File: config.mk
export PLATFORM = sky130hd
export DESIGN_NAME = irq_mask_reg
export DESIGN_NICKNAME = d
export VERILOG_FILES = /design/src/rtl/irq_mask_pkg.sv /design/src/rtl/irq_mask_decode.sv /design/src/rtl/irq_mask_store.sv /design/src/rtl/irq_mask_gen.sv /design/src/rtl/irq_mask_reg.sv
export SDC_FILE = /design/constraint.sdc
export NUM_CORES = 1
export LEC_CHECK = 0
export ABC_AREA = 1
export BUFFER_PORTS_ARGS = -buffer_cell sky130_fd_sc_hd__buf_2
export CAP_MARGIN = 30
export CELL_PAD_IN_SITES_DETAIL_PLACEMENT = 1
export CELL_PAD_IN_SITES_GLOBAL_PLACEMENT = 1
export CORE_ASPECT_RATIO = 1.4
export CORE_UTILIZATION = 32
export CTS_CLUSTER_SIZE = 40
export DETAILED_ROUTE_END_ITERATION = 8
export GPL_TIMING_DRIVEN = 0
export PLACE_DENSITY = 0.93
export SLEW_MARGIN = 15
export SYNTH_ARGS = -nofsm -noshare
export SYNTH_HDL_FRONTEND = slang
export SYNTH_HIERARCHICAL = 1
export SYNTH_SLANG_ARGS = --single-unit
File: constraint.sdc
create_clock -name clk_i -period 2.15 [get_ports clk_i]
set_input_delay 0.3225 -clock clk_i [delete_from_list [all_inputs] [get_ports clk_i]]
set_output_delay 0.3225 -clock clk_i [all_outputs]
set_load 0.02 [all_outputs]
File: src/rtl/irq_mask_pkg.sv
package irq_mask_pkg;
  localparam int unsigned DW = 32;
  localparam int unsigned AW = 8;
  localparam int unsigned MASTER_BIT = 31;
  localparam logic [AW-1:0] SET_ADDR = 8'h88;
  localparam logic [AW-1:0] CLR_ADDR = 8'h8C;
  // bit 28 and 14..10 have no storage
  localparam logic [DW-1:0] IMPL_MASK = 32'hEFFF_83FF;

  typedef enum logic [1:0] {OP_NONE, OP_SET, OP_CLR} mask_op_e;
endpackage

File: src/rtl/irq_mask_decode.sv
module irq_mask_decode
  import irq_mask_pkg::*;
(
  input  logic          wr_en_i,
  input  logic [AW-1:0] addr_i,
  output mask_op_e      op_o,
  output logic          rd_hit_o
);
  assign rd_hit_o = (addr_i == SET_ADDR) || (addr_i == CLR_ADDR);

  always_comb begin
    op_o = OP_NONE;
    if (wr_en_i) begin
      if (addr_i == SET_ADDR)      op_o = OP_SET;
      else if (addr_i == CLR_ADDR) op_o = OP_CLR;
    end
  end
endmodule

File: src/rtl/irq_mask_store.sv
module irq_mask_store
  import irq_mask_pkg::*;
(
  input  logic          clk_i,
  input  logic          rst_ni,
  input  mask_op_e      op_i,
  input  logic [DW-1:0] wdata_i,
  input  logic          master_kill_i,
  output logic [DW-1:0] mask_o
);
  for (genvar b = 0; b < DW; b++) begin : g_bit
    if (IMPL_MASK[b]) begin : g_impl
      logic q;
      always_ff @(posedge clk_i or negedge rst_ni) begin
        if (!rst_ni) q <= 1'b0;
        else if ((b == MASTER_BIT) && master_kill_i) q <= 1'b0;
        else if (op_i == OP_SET && wdata_i[b]) q <= 1'b1;
        else if (op_i == OP_CLR && wdata_i[b]) q <= 1'b0;
      end
      assign mask_o[b] = q;
    end else begin : g_rsvd
      assign mask_o[b] = 1'b0;
    end
  end
endmodule

File: src/rtl/irq_mask_gen.sv
module irq_mask_gen
  import irq_mask_pkg::*;
(
  input  logic          clk_i,
  input  logic          rst_ni,
  input  logic [DW-1:0] mask_i,
  input  logic [DW-1:0] event_i,
  output logic          irq_o
);
  logic [MASTER_BIT-1:0] hit;
  logic                  irq_d;

  assign hit   = mask_i[MASTER_BIT-1:0] & event_i[MASTER_BIT-1:0];
  assign irq_d = mask_i[MASTER_BIT] & (|hit);

  always_ff @(posedge clk_i or negedge rst_ni) begin
    if (!rst_ni) irq_o <= 1'b0;
    else         irq_o <= irq_d;
  end
endmodule

File: src/rtl/irq_mask_reg.sv
module irq_mask_reg
  import irq_mask_pkg::*;
(
  input  logic          clk_i,
  input  logic          rst_ni,
  input  logic          wr_en_i,
  input  logic [AW-1:0] addr_i,
  input  logic [DW-1:0] wdata_i,
  output logic [DW-1:0] rdata_o,
  input  logic [DW-1:0] event_i,
  input  logic          master_kill_i,
  output logic          irq_o
);
  mask_op_e      op;
  logic          rd_hit;
  logic [DW-1:0] mask;

  irq_mask_decode u_dec (
    .wr_en_i (wr_en_i),
    .addr_i  (addr_i),
    .op_o    (op),
    .rd_hit_o(rd_hit)
  );

  irq_mask_store u_store (
    .clk_i        (clk_i),
    .rst_ni       (rst_ni),
    .op_i         (op),
    .wdata_i      (wdata_i),
    .master_kill_i(master_kill_i),
    .mask_o       (mask)
  );

  irq_mask_gen u_gen (
    .clk_i  (clk_i),
    .rst_ni (rst_ni),
    .mask_i (mask),
    .event_i(event_i),
    .irq_o  (irq_o)
  );

  assign rdata_o = rd_hit ? mask : '0;
endmodule

# Word-level counts from Yosys, hierarchy flattened
# Cells that the tools add are included.
# totals
ramBits	0
inputBits	76
mem_bits_ro	0
latch_bits	0
register_bits	27
memories	0
word_cells	170
output_inout_bits	33
# classes
order_cmp	0
mul	0
mux	57
add_sub_neg	0
n_eq_ne	4
n_reduce_logical	80
shift	0
bitwise	2
div	0
# ops
op	count
1-bit 2-to-1 mux	53
1-bit logical AND	52
2-bit nonzero test	25
32-bit 2-to-1 mux	1
31-bit bitwise AND	1
31-bit OR reduction	1
8-bit equality test, second input constant	2
2-bit 2-to-1 mux	3
3-bit nonzero test	1
2-bit by 1-bit equality test with 1-bit output, second input constant	1
2-bit equality test, second input constant	1
1-bit bitwise AND	1
1-bit logical OR	1

# Longest topological paths before layout
# Gate-level depths: netlist of run 1.
# logic_depth
ltp_word	9
depth_mapped	10
mapped_depth_nobuf	9

# Hierarchy
# The synthesis of run 1 kept the hierarchy.
# by_module_without_submodules
module	instances	seq_area_each_um2	cells_per_inst	area_per_inst_um2
irq_mask_store	1	650.6	172	1406.3
irq_mask_reg	1	0.0	67	274.0
irq_mask_gen	1	25.0	64	262.8
irq_mask_decode	1	0.0	20	77.6

# Least setup slack after synthesis of run 1
# No wires, ideal clock.
# synth_timing
path_type	input to output
from	input port addr_i[6]
to	output port rdata_o[0]
t_arrival_ns	1.066
cell_stages	8
required_time_ns	1.827
path_slack_ns	0.762
path_buffers	1
path_cell_list	inv_1 -> nand2_1 -> nor2_2 -> nand2_1 -> nand2_1 -> buf_6 -> nand2_1 -> inv_1
# synth_between
elab_chain_len	3
elab_cells_between_ends	4
classes_between	eq/ne: 2; mux: 1; reduce/logical: 1
# synth_lines
item	line	source
start, declared	irq_mask_reg.sv:7	input logic [AW-1:0] addr_i,
8-bit equality test	irq_mask_decode.sv:9	assign rd_hit_o = (addr_i == SET_ADDR) || (addr_i == CLR_ADDR);
1-bit logical OR *	irq_mask_decode.sv:9	
net rd_hit	irq_mask_reg.sv:15	logic rd_hit;
32-bit 2-to-1 mux *	irq_mask_reg.sv:42	assign rdata_o = rd_hit ? mask : '0;
end, declared	irq_mask_reg.sv:9	output logic [DW-1:0] rdata_o,
# The timed path passes the listed nets; every way through them passes the cells marked *.

# Final worst setup path of run 1
# layout_timing
from	input port addr_i[6]
to	output port rdata_o[17]
# The elaborated chain is that of the path after synthesis.

==> metrics.txt, run 1 <==
crit-path cells=buf_2 -> inv_1 -> nand2_1 -> nor2_2 -> nand2_1 -> nand2_1 -> buf_6 -> nand2_1 -> inv_1 -> buf_2; final setup margin=~400 ps; most frequent CP cell=nand2_1; die footprint=about 6600 µm²; maximum number of pins on one net before global-route repair=28; max-slew violations=0; CP Max Fanout=10; WS Path Type=primary input to output port; setup TNS=0 ps; initial antenna violation count=0; GR Util All Layers=18.10%; Max clock buf depth=2; status=completed; Antenna Diode Count=0; Synth area leader=dfrtp_1; routability congestion estimate=0.8032; final antenna-violating net count=0; first-pass GRT wire length=9777 µm; placed inst area=2603 µm²; sequential fraction of the synthesis area=33.44%; CTS tree=done; nets@finish=504; TritonCTS Buffers=3; Critical Path Slowest Stage Cell=nand2_1; Fmax=about 570 MHz; distinct cell type count after synthesis=12; syn_area_per_cell=about 6.3 µm²; vias in the first global route=between 2000 and 2500; leak pwr=about 0.0019 µW; clock root cell=clkbuf_8; share of the synthesized area in the top cell type=between 30% and 40%; Worst-Margin Slew=618.4 ps; final wirelength=5858 µm; DP HPWL=approximately 5000 µm; CP peak stage delay=approximately 250 ps; Worst EP arrival=between 1000 and 1500 ps; row count=33; WL/cell=~12 µm; clk sinks=27; Setup crit start kind=primary input; Worst slew margin=58.77%; CTS Hold Bufs=0; Max-Cap Viols=0; Vias/cell=approximately 4.4; Mapped Area=2021 µm²; Final setup violation count=0; Peak supply drop=about 0.19 mV; Final Critical Period=around 1800 ps; Area Overhead vs Synth=31.02%; port buffer count=95; most common cell after layout, fill and taps aside=nand2_1; RSZ-0062 raised after global routing=false; post-placement setup slack=358.2 ps; post_cts resized=0; residual DRC count=0; postcts setup bufs=0; clock skew=between 1 and 1.5 ps; total power=around 1000 µW; final worst-path cycle share=81.82%; # H-tree levels=1; Yosys warning count=6; Crit. End Element=output port; Via Count=2190; chip height=around 96 µm; commonest cells after routing, fill and taps aside=nand2_1, buf_2, inv_1; worst-skew pair later-pin latency=roughly 260 ps; Core Region=~6000 µm²; design area=~2600 µm²; Hold Path Class=primary input to asynchronous set/reset pin; cell area power density=approximately 390 nW/µm²; Worst Path Required=approximately 1800 ps; Clock transition at path regs=approximately 90 ps; die width=69.16 µm; WHS=between 50 and 60 ps; total grt overflow=0; Initial Util=between 30% and 40%; drt initial violations=26; I/O pin count=109; #FFs+latches synth=27; ratio of cells with drive above 1 in the final layout=~33%; Final Hold Viols=0; cells after synthesis=323; Synth area leaders=dfrtp_1, nand2_1, buf_4, inv_1, nand3_1; first-pass iteration count of the detailed router=4
==> final timing paths <==
check	cells after the start	start	endpoint	slack [ps]
worst min-delay path	1	rst_ni	u_store/g_bit[25].g_impl.q$_DFFE_PN0P_	60
worst max register to register	7	u_store/g_bit[16].g_impl.q$_DFFE_PN0P_	u_gen/irq_o$_DFF_PN0_	1030
max in group asynchronous	1	rst_ni	u_store/g_bit[29].g_impl.q$_DFFE_PN0P_	1680
min in group clk_i	2	master_kill_i	u_store/g_bit[31].g_impl.q$_DFFE_PN0P_	190
worst max-delay path	10	addr_i[6]	rdata_o[17]	390
worst min register to register	2	u_store/g_bit[30].g_impl.q$_DFFE_PN0P_	u_store/g_bit[30].g_impl.q$_DFFE_PN0P_	480
==> layer usage <==
metal | part of all wire (%) | track usage [%] | routed length (µm)
met3 | 3.1 | 1.571 | 181
met2 | 57 | 37.70 | 3354
met5 | 0 | 0 | 0
met4 | 1.9 | 6.633 | 114
met1 | 38 | 18.48 | 2208
==> registers in the layout (all words and copies together), names as in the netlist <==
signal and count:
u_store/g_bit.g_impl.q 26, u_gen/irq_o 1
==> stage by stage <==
stage,std cells,utilization (%)
2_1_floorplan,328,-
3_3_place_gp,493,43.47
3_5_place_dp,493,43.47
4_1_cts,497,44.22
5_1_grt,497,44.22
6_report,497,44.22
==> critical path: cells and delay by family <==
kind / cells / cell delay (ps)
and+or+nand+nor: 5 / 550
buffers and inverters: 5 / 550
==> synthesized netlist by cell type, drive strengths merged <==
library cell	n
conb	1
inv	42
nand2	167
a21oi	2
buf	42
nor2	16
nand3	26
dfrtp	27
==> cell type report <==
| type | instances | area, µm² |
|---|---|---|
| fill | 871 | 3339 |
| multi-input combinational | 217 | 868.3 |
| sequential | 27 | 675.6 |
| timing repair buffer | 95 | 475.5 |
| buffer | 42 | 337.8 |
| inverter | 42 | 157.7 |
| tap | 70 | 87.58 |
| clock buffer | 4 | 45.04 |
==> where the power goes <==
group	internal, µW	switching, µW
clock	132	154
combinational	102	90.2
sequential	530	12.6
total	764	256
==> cell families after synthesis <==
group,synth area share [%]
AND/OR/NAND/NOR,41.36
buffers and inverters,24.52
flip-flops,33.44
AO/OA/AOI/OAI,0.4954
other,0.1856
Power figures use the tool's default switching activity.
==> inputs of run 2 (changes only) <==
--- a/config.mk
+++ b/config.mk
@@ -11,11 +11,11 @@
 export CELL_PAD_IN_SITES_DETAIL_PLACEMENT = 1
 export CELL_PAD_IN_SITES_GLOBAL_PLACEMENT = 1
 export CORE_ASPECT_RATIO = 1.4
-export CORE_UTILIZATION = 32
+export CORE_UTILIZATION = 29
 export CTS_CLUSTER_SIZE = 40
 export DETAILED_ROUTE_END_ITERATION = 8
 export GPL_TIMING_DRIVEN = 0
-export PLACE_DENSITY = 0.93
+export PLACE_DENSITY = 0.86
 export SLEW_MARGIN = 15
 export SYNTH_ARGS = -nofsm -noshare
 export SYNTH_HDL_FRONTEND = slang
==> constraint.sdc (replaced) <==
create_clock -name clk_i -period 1.7 [get_ports clk_i]
set_input_delay 0.255 -clock clk_i [delete_from_list [all_inputs] [get_ports clk_i]]
set_output_delay 0.255 -clock clk_i [all_outputs]
set_load 0.02 [all_outputs]
==> metrics.txt, run 2 (synthesis results as in run 1) <==
Final Critical Period=roughly 1500 ps; crit-path cells=buf_2 -> inv_1 -> nand2_1 -> nor2_2 -> nand2_1 -> nand2_2 -> buf_6 -> nand2_1 -> inv_1 -> buf_2 (was buf_2 -> inv_1 -> nand2_1 -> nor2_2 -> nand2_1 -> nand2_1 -> buf_6 -> nand2_1 -> inv_1 -> buf_2); WS Path Type=primary input to output port (unchanged); clk sinks=27 (unchanged); Largest register FFs=26 (unchanged); GR Util All Layers=16.49% (was 18.10%); failing checks=negative hold slack; setup TNS=0 ps (unchanged); RSZ-0062 raised after global routing=false (unchanged); WP depth=10 (unchanged); CP Max Fanout=10 (unchanged); final antenna-violating net count=0 (unchanged); cell area power density=484.0 nW/µm² (was 385.6 nW/µm²); Via Count=2169 (was 2190); Initial Util=30.36% (was 33.75%); die footprint=7311 µm² (was 6641 µm²); Critical Path Slowest Stage Cell=buf_6 (was nand2_1); most common cell after layout, fill and taps aside=nand2_1 (unchanged); Worst Path Required=1440 ps (was 1830 ps); first-pass iteration count of the detailed router=4 (unchanged); Worst-Margin Slew=625.7 ps (was 618.4 ps); Antenna Diode Count=0 (unchanged); Vias/cell=4.179 (was 4.406); die width=72.55 µm (was 69.16 µm); CP peak stage delay=170 ps (was 250 ps); nets@finish=504 (unchanged); ratio of cells with drive above 1 in the final layout=33.72% (was 33.49%); residual DRC count=0 (unchanged); total power=1296 µW (was 1021 µW); clock skew=2.762 ps (was 1.464 ps); port buffer count=95 (unchanged); clock root cell=clkbuf_8 (unchanged); Crit. End Element=output port (unchanged); first-pass GRT wire length=9418 µm (was 9777 µm); Largest regs=u_store/g_bit.g_impl.q x26, u_gen/irq_o x1 (unchanged); routability congestion estimate=0.7499 (was 0.8032); chip height=100.8 µm (was 96.03 µm); TritonCTS Buffers=3 (unchanged); Clock transition at path regs=90 ps (about the same); max-slew violations=0 (unchanged); final wirelength=5720 µm (was 5858 µm); r2r worst-path depth=7 (unchanged); Final setup violation count=0 (unchanged); Layout fillers=949 (was 871); CTS Hold Bufs=0 (unchanged); Cell Count Post-Placement=515 (was 493); # H-tree levels=1 (unchanged); Final Hold Viols=27 (was 0); postcts setup bufs=0 (unchanged); multi-input combinational cell area=870.8 µm² (was 868.3 µm²); leak pwr=0.001858 µW (was 0.001859 µW); Hold Path Class=primary input to asynchronous set/reset pin (unchanged); initial antenna violation count=0 (unchanged); Largest delay share family, worst path=buffers and inverters (unchanged); register with the most flip-flops=u_store/g_bit.g_impl.q (unchanged); commonest cells after routing, fill and taps aside=nand2_1, buf_2, inv_1 (unchanged); Max clock buf depth=2 (unchanged); Fmax=about 670 MHz; most frequent CP cell=nand2_1 (unchanged); Area Overhead vs Synth=32.51% (was 31.02%); design area=2678 µm² (was 2648 µm²); row count=35 (was 33); Worst EP arrival=1240 ps (was 1440 ps); WHS=-10.11 ps (was 56.67 ps); DP HPWL=4850 µm (was 4949 µm); Core Region=6656 µm² (was 5987 µm²); maximum number of pins on one net before global-route repair=28 (unchanged); Peak supply drop=0.2475 mV (was 0.1945 mV); buffers plus inverters on the worst setup path=5 (unchanged); Max-Cap Viols=0 (unchanged); placed inst area=2630 µm² (was 2603 µm²); I/O pin count=109 (unchanged); status=complete, but fails checks (was completed); Final Non-Filler Cells=519 (was 497); vias in the first global route=2199 (was 2302); total grt overflow=0 (unchanged); drt initial violations=77 (was 26); Worst slew margin=58.29% (was 58.77%); FF/Latch Area=675.6 µm² (unchanged); WL/cell=11.02 µm (was 11.79 µm); final worst-path cycle share=about nine tenths; Setup crit start kind=primary input (unchanged); CTS tree=done (unchanged); worst-skew pair later-pin latency=270 ps (was 260 ps)
[run 2: layout make-up]
type	instances	share of cell area, %
inverters	42	5.888
plain buffers	42	12.62
clock buffers	4	1.682
repair buffers	95	17.76
flip-flops and latches	27	25.23
well taps	92	4.299
multi-input cells	217	32.52
[run 2: stage by stage]
| step | util [%] | setup slack [ps] |
|---|---|---|
| final | 40.23 | 203.6 |
| after floorplan | - | 446.7 |
| after global routing | 40.23 | 56.33 |
| after detailed placement | 39.51 | 101.0 |
| after global placement | 39.51 | 101.5 |
| after CTS | 40.19 | 95.86 |
[run 2: path summary, 6_finish.rpt]
check	start	to	slack, ps
max reg2reg	u_store/g_bit[18].g_impl.q$_DFFE_PN0P_	u_gen/irq_o$_DFF_PN0_	570
min	rst_ni	u_store/g_bit[25].g_impl.q$_DFFE_PN0P_	-10
min in group clk_i	master_kill_i	u_store/g_bit[31].g_impl.q$_DFFE_PN0P_	120
max	addr_i[6]	rdata_o[17]	200
max in group asynchronous	rst_ni	u_store/g_bit[4].g_impl.q$_DFFE_PN0P_	1300
min reg2reg	u_store/g_bit[29].g_impl.q$_DFFE_PN0P_	u_store/g_bit[29].g_impl.q$_DFFE_PN0P_	480
[run 2: report_power, final]
| part | switching (µW) | internal, µW | leakage [µW] |
|---|---|---|---|
| Combinational | 113 | 129 | 0.00146 |
| Sequential | 15.7 | 670 | 0.000373 |
| Clock | 200 | 168 | 0.0000228 |
| Total | 329 | 967 | 0.00186 |
[run 2: per-layer routing]
layer,up-vias,track usage (%),share of wire (%)
li1,1118,-,-
met1,993,17.48,38
met2,54,33.86,58
met3,4,1.000,2.8
met4,0,4.374,0.94
met5,-,0,0
[run 2: repair_timing]
item	CTS	global route
endpoints found under the setup margin	0	10
hold endpoints to repair	0	0
resized for setup	0	1
